==> src/rtl/lpp_pkg.sv <==
package lpp_pkg;

    typedef enum logic [1:0] {
        ACC_READ  = 2'b00,
        ACC_STORE = 2'b01,
        ACC_FETCH = 2'b10,
        ACC_RSVD  = 2'b11
    } acc_e;

    typedef enum logic [1:0] {
        SP_PRIMARY   = 2'b00,
        SP_ACCREG    = 2'b01,
        SP_SECONDARY = 2'b10,
        SP_HOME      = 2'b11
    } space_e;

    typedef enum logic [1:0] {
        RES_OK   = 2'b00,
        RES_PROT = 2'b01,
        RES_MODE = 2'b10
    } res_e;

    // Private bits: [0] primary, [1] secondary, [2] home
    typedef struct packed {
        logic       lap_en;
        logic       dat_on;
        space_e     space;
        logic [2:0] priv;
    } ctl_t;

    // Bit positions inside the exception-code word
    localparam int TEC_FETCH_BIT = 11;
    localparam int TEC_STORE_BIT = 10;
    localparam int TEC_LAP_BIT   = 7;
    localparam int TEC_SPACE_W   = 2;

    function automatic logic is_store(acc_e a);
        return a == ACC_STORE;
    endfunction

    function automatic logic space_private(ctl_t c);
        logic p;
        case (c.space)
            SP_PRIMARY:   p = c.priv[0];
            SP_SECONDARY: p = c.priv[1];
            SP_HOME:      p = c.priv[2];
            default:      p = 1'b0;
        endcase
        return p;
    endfunction

    function automatic logic space_unsupported(ctl_t c);
        return c.dat_on && (c.space == SP_ACCREG);
    endfunction

endpackage

==> src/rtl/lpp_lowprot_check.sv <==
module lpp_lowprot_check
    import lpp_pkg::*;
#(
    parameter int ADDR_W    = 64,
    parameter int PAGE_BITS = 12,
    parameter int LOW_BYTES = 512,
    parameter int LOW_PAGES = 2
) (
    input  logic [ADDR_W-1:0] addr,
    input  acc_e              acc,
    input  ctl_t              ctl,
    output logic              prot_fault,
    output logic              wr_inval,
    output logic              mode_err
);
    localparam int PG_W  = ADDR_W - PAGE_BITS;
    localparam int OFF_W = PAGE_BITS;

    logic [PG_W-1:0]      page_idx;
    logic [OFF_W-1:0]     page_off;
    logic [LOW_PAGES-1:0] page_hit;
    logic [LOW_PAGES-1:0] byte_hit;
    logic                 guard_on;

    assign page_idx = addr[ADDR_W-1:PAGE_BITS];
    assign page_off = addr[PAGE_BITS-1:0];

    // One comparator pair per guarded page
    for (genvar g = 0; g < LOW_PAGES; g++) begin : g_win
        assign page_hit[g] = (page_idx == PG_W'(g));
        assign byte_hit[g] = page_hit[g] && (page_off < OFF_W'(LOW_BYTES));
    end

    always_comb begin
        mode_err = space_unsupported(ctl);
        if (ctl.dat_on)
            guard_on = ctl.lap_en && !space_private(ctl) && !mode_err;
        else
            guard_on = ctl.lap_en;
        wr_inval   = guard_on && (|page_hit);
        prot_fault = guard_on && (|byte_hit) && is_store(acc);
    end

endmodule

==> src/rtl/lpp_prefix_swap.sv <==
module lpp_prefix_swap #(
    parameter int ADDR_W   = 64,
    parameter int PFX_BITS = 13
) (
    input  logic [ADDR_W-1:0] addr,
    input  logic [ADDR_W-1:0] prefix,
    output logic [ADDR_W-1:0] abs_addr
);
    localparam int HI_W = ADDR_W - PFX_BITS;

    logic [ADDR_W-1:0] pfx_al;
    logic              in_zero_area;
    logic              in_pfx_area;

    assign pfx_al       = {prefix[ADDR_W-1:PFX_BITS], {PFX_BITS{1'b0}}};
    assign in_zero_area = (addr[ADDR_W-1:PFX_BITS] == '0);
    assign in_pfx_area  = (addr[ADDR_W-1:PFX_BITS] == prefix[ADDR_W-1:PFX_BITS]);

    always_comb begin
        if (in_zero_area)
            abs_addr = addr + pfx_al;
        else if (in_pfx_area)
            abs_addr = {{HI_W{1'b0}}, addr[PFX_BITS-1:0]};
        else
            abs_addr = addr;
    end

endmodule

==> src/rtl/lpp_tec_build.sv <==
module lpp_tec_build
    import lpp_pkg::*;
#(
    parameter int ADDR_W    = 64,
    parameter int PAGE_BITS = 12
) (
    input  logic [ADDR_W-1:0] addr,
    input  acc_e              acc,
    input  ctl_t              ctl,
    input  logic              lap_fault,
    output logic [ADDR_W-1:0] tec
);
    always_comb begin
        tec = '0;
        tec[ADDR_W-1:PAGE_BITS] = addr[ADDR_W-1:PAGE_BITS];
        if (is_store(acc))
            tec[TEC_STORE_BIT] = 1'b1;
        else
            tec[TEC_FETCH_BIT] = 1'b1;
        if (ctl.dat_on)
            tec[TEC_SPACE_W-1:0] = ctl.space;
        tec[TEC_LAP_BIT] = lap_fault;
    end

endmodule

==> src/rtl/lowprot_prefix_unit.sv <==
module lowprot_prefix_unit
    import lpp_pkg::*;
#(
    parameter int ADDR_W    = 64,
    parameter int PAGE_BITS = 12,
    parameter int LOW_BYTES = 512,
    parameter int LOW_PAGES = 2,
    parameter int PFX_BITS  = 13
) (
    input  logic              clk,
    input  logic              rst,
    input  logic              in_valid,
    output logic              in_ready,
    input  logic [ADDR_W-1:0] in_addr,
    input  logic [1:0]        in_acc,
    input  logic              in_lap_en,
    input  logic              in_dat_on,
    input  logic [1:0]        in_space,
    input  logic              in_priv_pri,
    input  logic              in_priv_sec,
    input  logic              in_priv_home,
    input  logic [ADDR_W-1:0] in_prefix,
    output logic              out_valid,
    input  logic              out_ready,
    output logic [ADDR_W-1:0] out_abs,
    output logic              out_fault,
    output logic [1:0]        out_code,
    output logic [ADDR_W-1:0] out_tec,
    output logic              out_wr_inval
);
    ctl_t              ctl;
    acc_e              acc;
    logic              prot_fault;
    logic              wr_inval;
    logic              mode_err;
    logic [ADDR_W-1:0] swapped;
    logic [ADDR_W-1:0] tec;
    res_e              res;
    logic [ADDR_W-1:0] abs_next;

    assign acc = acc_e'(in_acc);
    assign ctl = '{lap_en: in_lap_en,
                   dat_on: in_dat_on,
                   space:  space_e'(in_space),
                   priv:   {in_priv_home, in_priv_sec, in_priv_pri}};

    lpp_lowprot_check #(
        .ADDR_W    (ADDR_W),
        .PAGE_BITS (PAGE_BITS),
        .LOW_BYTES (LOW_BYTES),
        .LOW_PAGES (LOW_PAGES)
    ) chk_i (
        .addr       (in_addr),
        .acc        (acc),
        .ctl        (ctl),
        .prot_fault (prot_fault),
        .wr_inval   (wr_inval),
        .mode_err   (mode_err)
    );

    lpp_prefix_swap #(
        .ADDR_W   (ADDR_W),
        .PFX_BITS (PFX_BITS)
    ) swp_i (
        .addr     (in_addr),
        .prefix   (in_prefix),
        .abs_addr (swapped)
    );

    lpp_tec_build #(
        .ADDR_W    (ADDR_W),
        .PAGE_BITS (PAGE_BITS)
    ) tec_i (
        .addr      (in_addr),
        .acc       (acc),
        .ctl       (ctl),
        .lap_fault (prot_fault),
        .tec       (tec)
    );

    // Unsupported space outranks the guard check
    always_comb begin
        if (mode_err)        res = RES_MODE;
        else if (prot_fault) res = RES_PROT;
        else                 res = RES_OK;
        abs_next = (res == RES_OK) ? swapped : '0;
    end

    assign in_ready = !out_valid || out_ready;

    always_ff @(posedge clk) begin
        if (rst) begin
            out_valid <= 1'b0;
        end else if (in_ready) begin
            out_valid <= in_valid;
        end
    end

    always_ff @(posedge clk) begin
        if (in_ready && in_valid) begin
            out_abs      <= abs_next;
            out_code     <= res;
            out_fault    <= (res != RES_OK);
            out_tec      <= tec;
            out_wr_inval <= wr_inval;
        end
    end

    AST_HOLD_WHILE_STALLED: assert property (@(posedge clk) disable iff (rst)
        out_valid && !out_ready |=> out_valid && $stable(out_abs) && $stable(out_tec) && $stable(out_code));

    AST_RESULT_NEXT_CYCLE: assert property (@(posedge clk) disable iff (rst)
        in_valid && in_ready |=> out_valid);

    AST_PROT_IMPLIES_STORE_INVAL: assert property (@(posedge clk) disable iff (rst)
        out_valid && out_code == RES_PROT |-> out_tec[TEC_STORE_BIT] && out_wr_inval);

    AST_TEC_MARK_ONLY_ON_PROT: assert property (@(posedge clk) disable iff (rst)
        out_valid |-> (out_tec[TEC_LAP_BIT] == (out_code == RES_PROT)));

    AST_MODE_ERR_NO_INVAL: assert property (@(posedge clk) disable iff (rst)
        out_valid && out_code == RES_MODE |-> !out_wr_inval && out_fault);

endmodule

==> config.mk <==
export PLATFORM = sky130hd
export DESIGN_NAME = lowprot_prefix_unit
export DESIGN_NICKNAME = d
export VERILOG_FILES = /design/src/rtl/lpp_pkg.sv /design/src/rtl/lpp_lowprot_check.sv /design/src/rtl/lpp_prefix_swap.sv /design/src/rtl/lpp_tec_build.sv /design/src/rtl/lowprot_prefix_unit.sv
export SDC_FILE = /design/constraint.sdc
export NUM_CORES = 1
export LEC_CHECK = 0
export BUFFER_PORTS_ARGS = -buffer_cell sky130_fd_sc_hd__buf_4
export CORE_MARGIN = 2
export CORE_UTILIZATION = 49
export CTS_CLUSTER_SIZE = 28
export DETAILED_ROUTE_END_ITERATION = 8
export PLACE_DENSITY = 0.79
export RECOVER_POWER = 25
export SYNTH_ARGS = -nofsm -noshare
export SYNTH_HDL_FRONTEND = slang
export SYNTH_SLANG_ARGS = --single-unit
==> constraint.sdc <==
create_clock -name clk -period 5.2 [get_ports clk]
set_clock_uncertainty 0.2 [all_clocks]
set_input_delay 1.04 -clock clk [delete_from_list [all_inputs] [get_ports clk]]
set_output_delay 1.04 -clock clk [all_outputs]
set_load 0.05 [all_outputs]
=== Word level (Yosys, flattened, before mapping) ===
Cells that the tools add are included.

* Flip-flop bits (word level): 126
* Bits of input ports: 141

* Muxes and demuxes: 9
* Magnitude comparators: 1
* Equality and inequality tests: 6
* $add $sub $neg: 1
* Reduce and logical (&&, ||, !) cells: 20

{| class="wikitable"
|+ Operators with widths
! kind !! number
|-
| two-way mux 64 bit || 2
|-
| adder 64 bit || 1
|-
| equality test 52 x 1 -> 1 bit (second input constant) || 1
|-
| zero test 52 bit || 1
|-
| equality test 51 bit || 1
|-
| zero test 51 bit || 1
|-
| < comparator 12 x 10 -> 1 bit (second input constant) || 1
|-
| logical AND 1 bit || 9
|-
| two-way mux 1 bit || 5
|-
| equality test 2 x 1 -> 1 bit (second input constant) || 2
|-
| equality test 2 bit (second input constant) || 2
|-
| zero test 2 bit || 2
|-
| OR reduction 2 bit || 2
|-
| zero test 1 bit || 3
|-
| case mux 1 bit (3 select lines) || 1
|-
| two-way mux 2 bit || 1
|-
| nonzero test 2 bit || 1
|-
| logical OR 1 bit || 1
|}

=== Logic depth before layout (Yosys ltp) ===
Gate-level depths: netlist of the first run.

* Depth in word-level cells: 12
* Depth in mapped cells: 13
* Depth with buffers taken out: 13

=== Hierarchy ===
A second synthesis of the first run with hierarchy kept.

* Cells, all modules: 901
* Area, all modules: 9021.2 um^2

{| class="wikitable"
|+ Modules (own cells, without submodules)
! module !! instances !! cells each !! area an instance (um^2)
|-
| lowprot_prefix_unit || 1 || 211 || 4489.3
|-
| lpp_prefix_swap || 1 || 598 || 3876.2
|-
| lpp_tec_build || 1 || 65 || 479.2
|-
| lpp_lowprot_check || 1 || 27 || 176.4
|}

=== Worst setup path after synthesis of the first run ===
Ideal clock, no wire load.

* Path type: input-to-reg
* Start: in out_ready
* End: reg out_abs[0], enable pin
* Slack: 0.049 ns
* Required time: 4.502 ns
* Arrival: 4.452 ns
* Stages on the path: 2
* Path through: nand2b_1 and2_1

* Cells in the longest elaborated chain, start to end: 2

{| class="wikitable"
|+ Ends and longest elaborated chain
! what !! RTL line !! RTL
|-
| from (decl) || lowprot_prefix_unit.sv:24 || <nowiki>input logic out_ready,</nowiki>
|-
| logical OR 1 bit || lowprot_prefix_unit.sv:89 || <nowiki>assign in_ready = !out_valid || out_ready;</nowiki>
|-
| logical AND 1 bit || lowprot_prefix_unit.sv:100 || <nowiki>if (in_ready && in_valid) begin</nowiki>
|-
| to (signal assigned) || lowprot_prefix_unit.sv:101 || <nowiki>out_abs <= abs_next;</nowiki>
|-
| to (decl) || lowprot_prefix_unit.sv:25 || <nowiki>output logic [ADDR_W-1:0] out_abs,</nowiki>
|}

Every way passes these cells.
A chain may end at the register's enable or synchronous reset.

=== Worst setup path in the final report of the first run ===
* Start: in in_addr[13]
* End: reg out_abs[61], data pin

* Cells in the longest elaborated chain, start to end: 8
* Elaborated cells between the ends (all ways): 15

{| class="wikitable"
|+ Ends and longest elaborated chain
! what !! RTL line !! RTL
|-
| from (decl) || lowprot_prefix_unit.sv:14 || <nowiki>input logic [ADDR_W-1:0] in_addr,</nowiki>
|-
| branches (longest 8 deep; another with adder 64 bit) || - ||
|}

Several ways; the timed one is not identified.

==> summary.md, run 1 <==
Global routing
• **initial antenna violation count** 0
• **global-route wire length before repair** 35100 microns
• **via count of the first global-routing pass** 6532
• **overall overflow remaining after global route** 0
• **largest net degree at the start of global routing** 78
• **All-Layer GR Usage** 27.3%

Clocking
• **cell at the root of the clock tree** clkbuf_16
• **number of buffers added to fix hold violations after cts** 0
• **clock-pin slew of the registers on the worst-case setup and hold paths** 60 ps
• **Clk Latency, worst-skew pair** 420 ps
• **clk sink count** 126
• **number of buffers inserted by post-CTS setup repair** 0
• **buffer levels on the longest clock path** 2
• **Num CTS Buffers** 17
• **H-tree lvl count** 4
• **CTS tree** yes
• **post-cts gate resize count** 0

Detailed routing
• **post-detailed-route count of antenna-violating nets** 0
• **DRT Pass-1 Iters** 6
• **DRC marker count from the first detailed-route iteration** 648
• **routed wire length** 23100 microns
• **vias after detailed routing** 6916
• **wire length per cell** 19.3 microns
• **number of vias per cell after detailed routing** 5.76
• **DRC violation count after routing** 0

Critical path
• **crit end category** register
• **required time of the critical path** 5150 ps
• **CP max FO** 5
• **startpoint type of the worst setup path** input port
• **CP Class** input port to register
• **worst path arrival time** 4140 ps

Flow run
• **Max-Cap Viols** 0

Timing
• **total count of hold-check failures in the final report** 0
• **slew margin rel.** 33.6%
• **Pins Over Slew Limit** 0
• **peak clock frequency supported by timing** 239 MHz
• **worst-margin pin slew** 996 ps
• **unrepaired setup endpoints after global routing** no
• **final number of setup-violating endpoints** 0
• **setup slack of the critical path after layout** 1010 ps
• **sum of negative setup slack** 0 ps
• **ratio of final minimum period to clock period** 80.5%
• **post-layout min period** 4190 ps

Cells and area
• **area of combinational cells with multiple inputs** 0.00371 sq mm
• **share of final-layout standard cells stronger than drive strength 1** 22.6%
• **fill cell count** 1273
• **final instance area** 0.0101 sq mm
• **ANT cells** 0
• **Final Util** 65.8%
• **sequential cell area in the final layout** 0.00377 sq mm
• **area overhead of the layout relative to synthesis** 29.8%
• **nets** 1169

Yosys
• **instance count of the mapped netlist** 739
• **leading cell types by count after synthesis** edfxtp_1, nand2_1, nor2_1
• **most frequently used cell type in the post-synthesis netlist** edfxtp_1
• **Seq cells post-synth** 126
• **YS warnings** 0
• **Area contributors post-synth** edfxtp_1, ha_1, a21oi_1, nand2_1, nor2_1
• **post-synth top area share** 48.4%
• **cell taking the most area after synthesis** edfxtp_1
• **Post-synth ARST share** 0%
• **count of flip-flops with a built-in enable after synthesis** 125
• **Yosys cell types** 68
• **sequential area share after synthesis** 48.6%
• **post-synthesis area per instance** 10.5 sq um
• **area of the mapped netlist** 0.00776 sq mm
• **Main synth FF type** edfxtp_1

Floorplanning
• **floorplan core area** 0.0153 sq mm
• **I/O pin cnt** 275
• **floorplan die area** 0.0169 sq mm
• **number of rows created at floorplan** 45
• **Die X** 130 microns
• **die outline height** 130 microns
• **Initial Util** 50.7%

Run status
• **run status** complete, no violations

Place
• **routability congestion estimate from global placement** 0.943
• **Setup Slack @ Placement** 763 ps
• **Placed Area** 0.00979 sq mm
• **Buffers on Ports** 254
• **HPWL after detailed placement** 17700 microns

Power and ir drop
• **power density over the cells** 330 mW/mm^2
• **worst supply voltage drop on vdd** 0.000247 V
• **cell leakage power** 4.17 nW
• **Design Power** 3.32 mW

Worst hold path
• **Hold Crit Class** register to register

-- report_power, final --
group / leakage [nW] / switching (mW) / internal [mW]
sequential: 1.23 / 0.0163 / 1.20
clock: 0.293 / 0.437 / 0.800
combinational: 2.65 / 0.585 / 0.287
-- layer usage --
layer	vias up	global-route usage, %	wire [microns]
met5	-	0	0
met4	0	9.23	613
met3	49	7.87	2290
met2	368	42.5	10600
met1	3242	36.8	9640
li1	3257	-	-
-- sequential cells by signal, summed over array words and instances (netlist names) --
signal / flops
out_abs: 64
out_tec: 57
out_code: 2
out_fault: 1
out_valid: 1
out_wr_inval: 1
-- layout make-up --
type	count	share of cell area, %
flip-flops and latches	126	37.5
multi-input cells	553	36.8
repair buffers	261	16.4
clock buffers	21	4.37
well taps	211	2.62
clock inverters	11	1.63
inverters	18	0.671
-- through the flow --
| stage | hold WS, ps | std cells |
|---|---|---|
| 2_1_floorplan | 909 | 745 |
| 6_report | 334 | 1201 |
| 4_1_cts | 332 | 1201 |
| 3_5_place_dp | 322 | 1169 |
| 5_1_grt | 382 | 1201 |
| 3_3_place_gp | 318 | 1169 |
-- logic make-up (layout without fill, tap and decap cells) --
logic type	after synthesis	in the layout	share of synthesized area [%]
and+or+nand+nor	233	233	15.2
buffers and inverters	66	311	3.87
adders and majority gates	51	51	8.32
xor gates and xnor gates	45	45	5.08
muxes	1	1	0.129
other	1	7	0.0483
DFF	126	126	48.6
AOI/OAI and AO/OA	216	216	18.7
-- worst paths after layout --
kind / start / end / slack (ps) / cells after the start
max reg2reg: out_valid / out_abs[61] / 3030 / 3
max: in_addr[13] / out_abs[61] / 1010 / 15
min: out_valid / out_valid / 330 / 2
min reg2reg: out_valid / out_valid / 330 / 2
-- critical path: stages --
cell and delay [ps]:
clkbuf_1 160, ha_1 240, inv_1 70, fa_1 410
and2b_1 250, o2111ai_2 150, a21oi_2 220, o41ai_2 90
buf_4 160, o311ai_1 310, nand2_1 170, a22oi_2 320
a31oi_1 200, o31ai_1 240, a22oi_1 100
-- layout by cell type, fill, tap and decap left out, drive strengths merged, types with 6 or more instances in the layout --
master	netlist	final
clkbuf	26	110
nor3	7	7
a21oi	55	55
nand2	62	62
a21o	30	30
o21bai	6	6
a211oi	8	8
nor2	63	63
o21ai	50	50
inv	17	19
xnor2	26	26
edfxtp	125	125
nand4	14	14
nor2b	8	8
ha	50	50
nand2b	7	7
a31oi	6	6
xor2	19	19
a22oi	26	26
nand3	13	13
buf	22	172
o21a	6	6
conb	1	7
and2	17	17
nor4	24	24
o31ai	8	8
Note: power is estimated with default switching activity, not from simulation.
==> run 2, diff against run 1 <==
- clock period: 5.2 -> 4 ns (I/O delays scaled with it)
==> run 2 against run 1 <==
- the flow now finishes with violations (max-capacitance violations, max-slew violations)
- critical path type unchanged
- design area rose by 3.6%
- final cell count is 2.5% higher
- via count grew 1.5%
- sequential share of layout area decreased by 1.3 points
- core utilization grew 2.4 points
- worst hold slack got worse by 9.2 ps
- routed wire length rose by 2.8%
- sequential cell count unchanged
- non-clock buffer count up 30
- global-route usage rose by 0.64 points
- count of clock-buffer cells in the layout decreased by 4
==> summary.md, run 2 (synthesized netlist as in run 1, its figures left out) <==
Critical path
• **slowest stage delay, CP** 370 ps, -40 ps
• **most frequent CP cell** buf_4
• **source of the critical timing path** in_addr[13]
• **slowest stage cell, crit path** fa_1
• **crit end category** register
• **CP Class** input port to register
• **CP max FO** 5, unchanged
• **startpoint type of the worst setup path** input port
• **end of the worst register-to-register path** out_abs[36]
• **Critical Path Sink** out_abs[61]
• **startpoint of the worst register-to-register path** out_valid
• **required time of the critical path** 3960 ps, -1190 ps
• **Reg2Reg Setup Slack** 980 ps, -2050 ps
• **worst r2r path cells** 3, unchanged
• **worst path arrival time** 3610 ps, -530 ps
• **Cell Chain, Critical Path** buf_4 -> ha_1 -> inv_1 -> fa_1 -> and2b_1 -> o2111ai_2 -> a21oi_2 -> o41ai_2 -> buf_4 -> o311ai_1 -> nand2_1 -> a22oi_2 -> a31oi_1 -> o31ai_1 -> a22oi_1

Global routing
• **overall overflow remaining after global route** 0, unchanged
• **initial antenna violation count** 0, unchanged
• **All-Layer GR Usage** 27.9%, +0.64 points
• **via count of the first global-routing pass** 6591, +0.90%
• **largest net degree at the start of global routing** 46, -41%
• **global-route wire length before repair** 35800 microns, +2.1%

Run status
• **violated checks** max-capacitance violations, max-slew violations
• **run status** finished, violations left

Floorplanning
• **floorplan core area** 0.0153 sq mm, unchanged
• **Die X** 130 microns, unchanged
• **number of rows created at floorplan** 45, unchanged
• **Initial Util** 50.7%, unchanged
• **die outline height** 130 microns, unchanged
• **I/O pin cnt** 275, unchanged
• **floorplan die area** 0.0169 sq mm, unchanged

Clocking
• **number of buffers inserted by post-CTS setup repair** 0, unchanged
• **clock-pin slew of the registers on the worst-case setup and hold paths** 60 ps, about the same
• **post-cts gate resize count** 0, unchanged
• **CTS tree** yes
• **number of buffers added to fix hold violations after cts** 0, unchanged
• **clk sink count** 126, unchanged
• **cell at the root of the clock tree** clkbuf_16
• **Clk Latency, worst-skew pair** 420 ps, about the same
• **buffer levels on the longest clock path** 2, unchanged
• **Num CTS Buffers** 17, unchanged
• **H-tree lvl count** 4, unchanged

Cells and area
• **flip-flop count of the largest register after layout** 64, unchanged
• **ANT cells** 0, unchanged
• **Final Util** 68.1%, +2.4 points
• **sequential cell area in the final layout** 0.00377 sq mm, unchanged
• **Top Registers** out_abs: 64 flops, out_tec: 57 flops, out_code: 2 flops
• **nets** 1199, +2.6%
• **share of final-layout standard cells stronger than drive strength 1** 28.3%, +5.7 points
• **largest reg by FF count** out_abs
• **area of combinational cells with multiple inputs** 0.00371 sq mm, about the same
• **fill cell count** 1256, -1.3%
• **most common library cell in the layout ignoring fill and taps** buf_4
• **area overhead of the layout relative to synthesis** 34.5%
• **commonest cells after routing, fill and taps aside** buf_4, edfxtp_1, nand2_1, nor2_1, a21oi_1

Place
• **routability congestion estimate from global placement** 0.962, +2.0%
• **Setup Slack @ Placement** -7.42 ps, -771 ps
• **HPWL after detailed placement** 18300 microns, +3.5%
• **Buffers on Ports** 254, unchanged

Flow run
• **Max-Cap Viols** 1, +1

Power and ir drop
• **cell leakage power** 4.43 nW, +6.2%
• **worst supply voltage drop on vdd** 0.000276 V, +11%
• **Design Power** 4.33 mW, +30%
• **power density over the cells** 415 mW/mm^2, +26%

Timing
• **slew margin rel.** -26.0%, -60 points
• **worst-margin pin slew** 1890 ps, +894 ps
• **peak clock frequency supported by timing** 274 MHz
• **Fin Hold WS** 324 ps, -9.21 ps
• **Pins Over Slew Limit** 44, +44
• **post-layout min period** 3650 ps
• **final number of setup-violating endpoints** 0, unchanged
• **total count of hold-check failures in the final report** 0, unchanged
• **ratio of final minimum period to clock period** 91.3%
• **unrepaired setup endpoints after global routing** no
• **setup slack of the critical path after layout** 350 ps, -665 ps

Detailed routing
• **number of vias per cell after detailed routing** 5.70, -0.97%
• **routed wire length** 23800 microns, +2.8%
• **DRC violation count after routing** 0, unchanged
• **DRC marker count from the first detailed-route iteration** 593, -8.5%
• **wire length per cell** 19.3 microns, +0.29%
• **vias after detailed routing** 7020, +1.5%
• **post-detailed-route count of antenna-violating nets** 0, unchanged
• **DRT Pass-1 Iters** 5, -1

Worst hold path
• **Hold Crit Class** input port to register

-- run 2: cell count changes in the layout (fill, tap and decap cells not counted) --
cell | previous run | this run
clkinv_4 | 0 | 1
buf_12 | 1 | 3
clkbuf_4 | 4 | 3
and2_4 | 1 | 0
clkinvlp_4 | 1 | 4
clkinv_1 | 2 | 3
buf_4 | 171 | 233
and2_1 | 15 | 16
bufinv_16 | 4 | 3
clkbuf_1 | 89 | 52
-- run 2: cell type report --
class                   instances  area share, %
clock buffers                  17           4.08
repair buffers                291           19.4
flip-flops and latches        126           36.2
inverters                      18          0.648
clock inverters                15           1.62
well taps                     211           2.53
multi-input cells             553           35.5
-- run 2: per-layer routing --
metal,vias up,part of all wire [%],global-route usage [%]
met5,-,0,0
met4,0,1.6,7.78
met3,32,8.8,6.44
met2,368,47,45.3
met1,3307,42,37.9
li1,3313,-,-
-- run 2: worst min-delay path by stage --
stage                   start        end  cells past startpoint
detailed placement  out_valid  out_valid                      2
floorplan                 rst  out_valid                      1
global placement    out_valid  out_valid                      2
finish                    rst  out_valid                      2
CTS                       rst  out_valid                      2
global route              rst  out_valid                      2
-- run 2: worst max-delay path: cells and delay by family --
kind	cells	cell delay [ps]
simple gates	2	410
compound gates	8	1560
fa+ha+maj	2	530
buf+inv	3	310
-- run 2: through the flow --
stage	cells	TNS (ps)	cell area, sq um
CTS	1231	0	10600
global placement	1199	0	10000
finish	1231	0	10400
floorplan	745	0	7780
detailed placement	1199	-7.42	10000
global route	1231	0	10400
-- run 2: power breakdown --
group,switching (mW),internal [mW],leakage [nW],total (mW)
clock network,0.588,0.974,0.281,1.56
logic,0.770,0.418,2.92,1.19
registers,0.0228,1.55,1.23,1.58
total,1.38,2.95,4.43,4.33
==> run 3, diff against run 2 <==
- CELL_PAD_IN_SITES_DETAIL_PLACEMENT: unset -> 0
- CELL_PAD_IN_SITES_GLOBAL_PLACEMENT: unset -> 1
- CORE_UTILIZATION: 49 -> 38
- PLACE_DENSITY: 0.79 -> unset
- PLACE_DENSITY_LB_ADDON: unset -> 0.1
==> run 3 against run 2 <==
- the run still ends with max-capacitance violations, max-slew violations left
- sequential cell count is the same
- register-to-register slack lost 20 ps
- die area grew 28%
- worst hold slack lost 13 ps
- sequential power is essentially flat
- design area grew 1.6%
- final cell count grew 6.2%
==> summary.md, run 3 (synthesized netlist as in run 1, its figures left out) <==
Floorplanning
• **I/O pin cnt** 275, unchanged
• **Die X** 147 microns, +13%
• **Initial Util** 38.6%, -12 points
• **number of rows created at floorplan** 52, +16%
• **floorplan core area** 0.0201 sq mm, +31%
• **die outline height** 147 microns, +13%
• **floorplan die area** 0.0216 sq mm, +28%

Timing
• **total count of hold-check failures in the final report** 0, unchanged
• **sum of negative setup slack** 0 ps, unchanged
• **post-layout min period** 3720 ps, +69.2 ps
• **final number of setup-violating endpoints** 0, unchanged
• **slew margin rel.** -30.1%, -4.2 points
• **ratio of final minimum period to clock period** 93.0%, +1.7 points
• **unrepaired setup endpoints after global routing** no
• **Pins Over Slew Limit** 31, -30%
• **peak clock frequency supported by timing** 269 MHz, -1.9%
• **worst-margin pin slew** 1950 ps, +61.4 ps

Clocking
• **buffer levels on the longest clock path** 2, unchanged
• **cell at the root of the clock tree** clkbuf_16
• **H-tree lvl count** 4, unchanged
• **clock-pin slew of the registers on the worst-case setup and hold paths** 70 ps, about the same
• **number of buffers added to fix hold violations after cts** 0, unchanged
• **clk sink count** 126, unchanged
• **Clk Latency, worst-skew pair** 430 ps, about the same
• **post-cts gate resize count** 0, unchanged
• **number of buffers inserted by post-CTS setup repair** 0, unchanged
• **Num CTS Buffers** 17, unchanged
• **CTS tree** yes

Cells and area
• **commonest cells after routing, fill and taps aside** buf_4, edfxtp_1, nand2_1, nor2_1, clkbuf_1
• **nets** 1216, +1.4%
• **fill cell count** 1911, +52%
• **area of combinational cells with multiple inputs** 0.00371 sq mm, unchanged
• **most common library cell in the layout ignoring fill and taps** buf_4
• **largest reg by FF count** out_abs
• **share of final-layout standard cells stronger than drive strength 1** 29.2%, +0.89 points
• **ANT cells** 0, unchanged
• **Final Util** 52.7%, -15 points
• **Top Registers** out_abs: 64 flops, out_tec: 57 flops, out_code: 2 flops
• **sequential cell area in the final layout** 0.00377 sq mm, unchanged
• **flip-flop count of the largest register after layout** 64, unchanged
• **area overhead of the layout relative to synthesis** 36.6%

Place
• **Buffers on Ports** 254, unchanged
• **routability congestion estimate from global placement** 0.859, -11%
• **HPWL after detailed placement** 19000 microns, +3.6%

Critical path
• **end of the worst register-to-register path** out_tec[31]
• **CP Class** input port to register
• **required time of the critical path** 4090 ps, +130 ps
• **startpoint type of the worst setup path** input port
• **slowest stage cell, crit path** fa_1
• **worst path bufs/invs** 2, -1
• **worst r2r path cells** 3, unchanged
• **worst path arrival time** 3810 ps, +200 ps
• **crit end category** register
• **startpoint of the worst register-to-register path** out_valid
• **Cell Chain, Critical Path** clkbuf_1 -> inv_1 -> fa_1 -> and2b_1 -> o2111ai_2 -> a21oi_2 -> o41ai_2 -> o311ai_1 -> nand2_1 -> a22oi_2 -> nand2_1 -> or4_1 -> nand3_1
• **CP max FO** 5, unchanged
• **Reg2Reg Setup Slack** 960 ps, -20 ps
• **most frequent CP cell** nand2_1
• **slowest stage delay, CP** 450 ps, +80 ps
• **Worst path top cell family by delay** compound AO/OA/AOI/OAI gates

Power and ir drop
• **cell leakage power** 4.50 nW, +1.6%
• **power density over the cells** 411 mW/mm^2, -0.80%
• **Design Power** 4.36 mW, +0.79%
• **worst supply voltage drop on vdd** 0.000284 V, +3.0%

Detailed routing
• **DRC marker count from the first detailed-route iteration** 398, -33%
• **routed wire length** 24800 microns, +4.4%
• **number of vias per cell after detailed routing** 5.23, -8.3%
• **DRT Pass-1 Iters** 5, unchanged
• **vias after detailed routing** 6832, -2.7%
• **DRC violation count after routing** 0, unchanged
• **post-detailed-route count of antenna-violating nets** 0, unchanged
• **wire length per cell** 19.0 microns, -1.7%

Worst hold path
• **hold path endpoint** out_valid
• **count of cells along the worst hold path** 2, unchanged
• **Hold Crit Class** input port to register
• **startpoint of the worst hold path** rst

Run status
• **run status** finished, violations left
• **violated checks** max-capacitance violations, max-slew violations

Global routing
• **overall overflow remaining after global route** 0, unchanged
• **All-Layer GR Usage** 23.2%, -4.7 points
• **global-route wire length before repair** 38600 microns, +7.7%
• **largest net degree at the start of global routing** 66, +43%
• **via count of the first global-routing pass** 6820, +3.5%
• **initial antenna violation count** 0, unchanged

Flow run
• **Max-Cap Viols** 1, unchanged

==> run 3: cell count changes in the layout (fill, tap and decap cells not counted), sizes merged <==
cell	delta
inv	+8
bufinv	-2
clkbuf	+6
clkinv	-3
buf	+11
clkinvlp	-3
==> run 3: layer usage <==
metal	vias to the layer above	wire length [microns]	track usage, %
li1	3354	-	-
met1	3240	11600	32.4
met2	218	11400	36.9
met3	20	1450	4.41
met4	0	297	6.75
met5	-	0	0
==> run 3: worst max-delay path by stage <==
stage | start | to | slack, ps | cells after the start
3_3_place_gp | in_addr[58] | out_abs[49] | -60 | 9
3_5_place_dp | in_addr[13] | out_abs[51] | -40 | 14
2_1_floorplan | in_addr[13] | out_abs[63] | 390 | 13
6_report | in_addr[14] | out_abs[51] | 280 | 13
4_1_cts | in_addr[13] | out_abs[51] | 380 | 14
5_1_grt | in_addr[14] | out_abs[51] | 120 | 13
==> run 3: report_power, final <==
| group | internal [mW] | total (mW) | switching (mW) |
|---|---|---|---|
| clock | 0.889 | 1.58 | 0.691 |
| combinational | 0.435 | 1.21 | 0.774 |
| sequential | 1.55 | 1.57 | 0.0213 |
| total | 2.88 | 4.36 | 1.49 |
==> run 3: layout make-up <==
class,instances,share of cell area [%]
Tap cell,270,3.19
Multi-Input combinational cell,553,35.0
Clock inverter,15,1.57
Sequential cell,126,35.6
Inverter,18,0.637
Clock buffer,17,4.01
Timing Repair Buffer,308,20.0
==> run 3: metrics by stage <==
stage	area (sq um)	setup slack, ps	std cells	hold slack [ps]
CTS	10800	380	1307	300
global placement	10200	-63.8	1275	313
floorplan	7780	394	745	669
global route	10600	115	1307	306
finish	10600	281	1307	311
detailed placement	10200	-43.5	1275	317
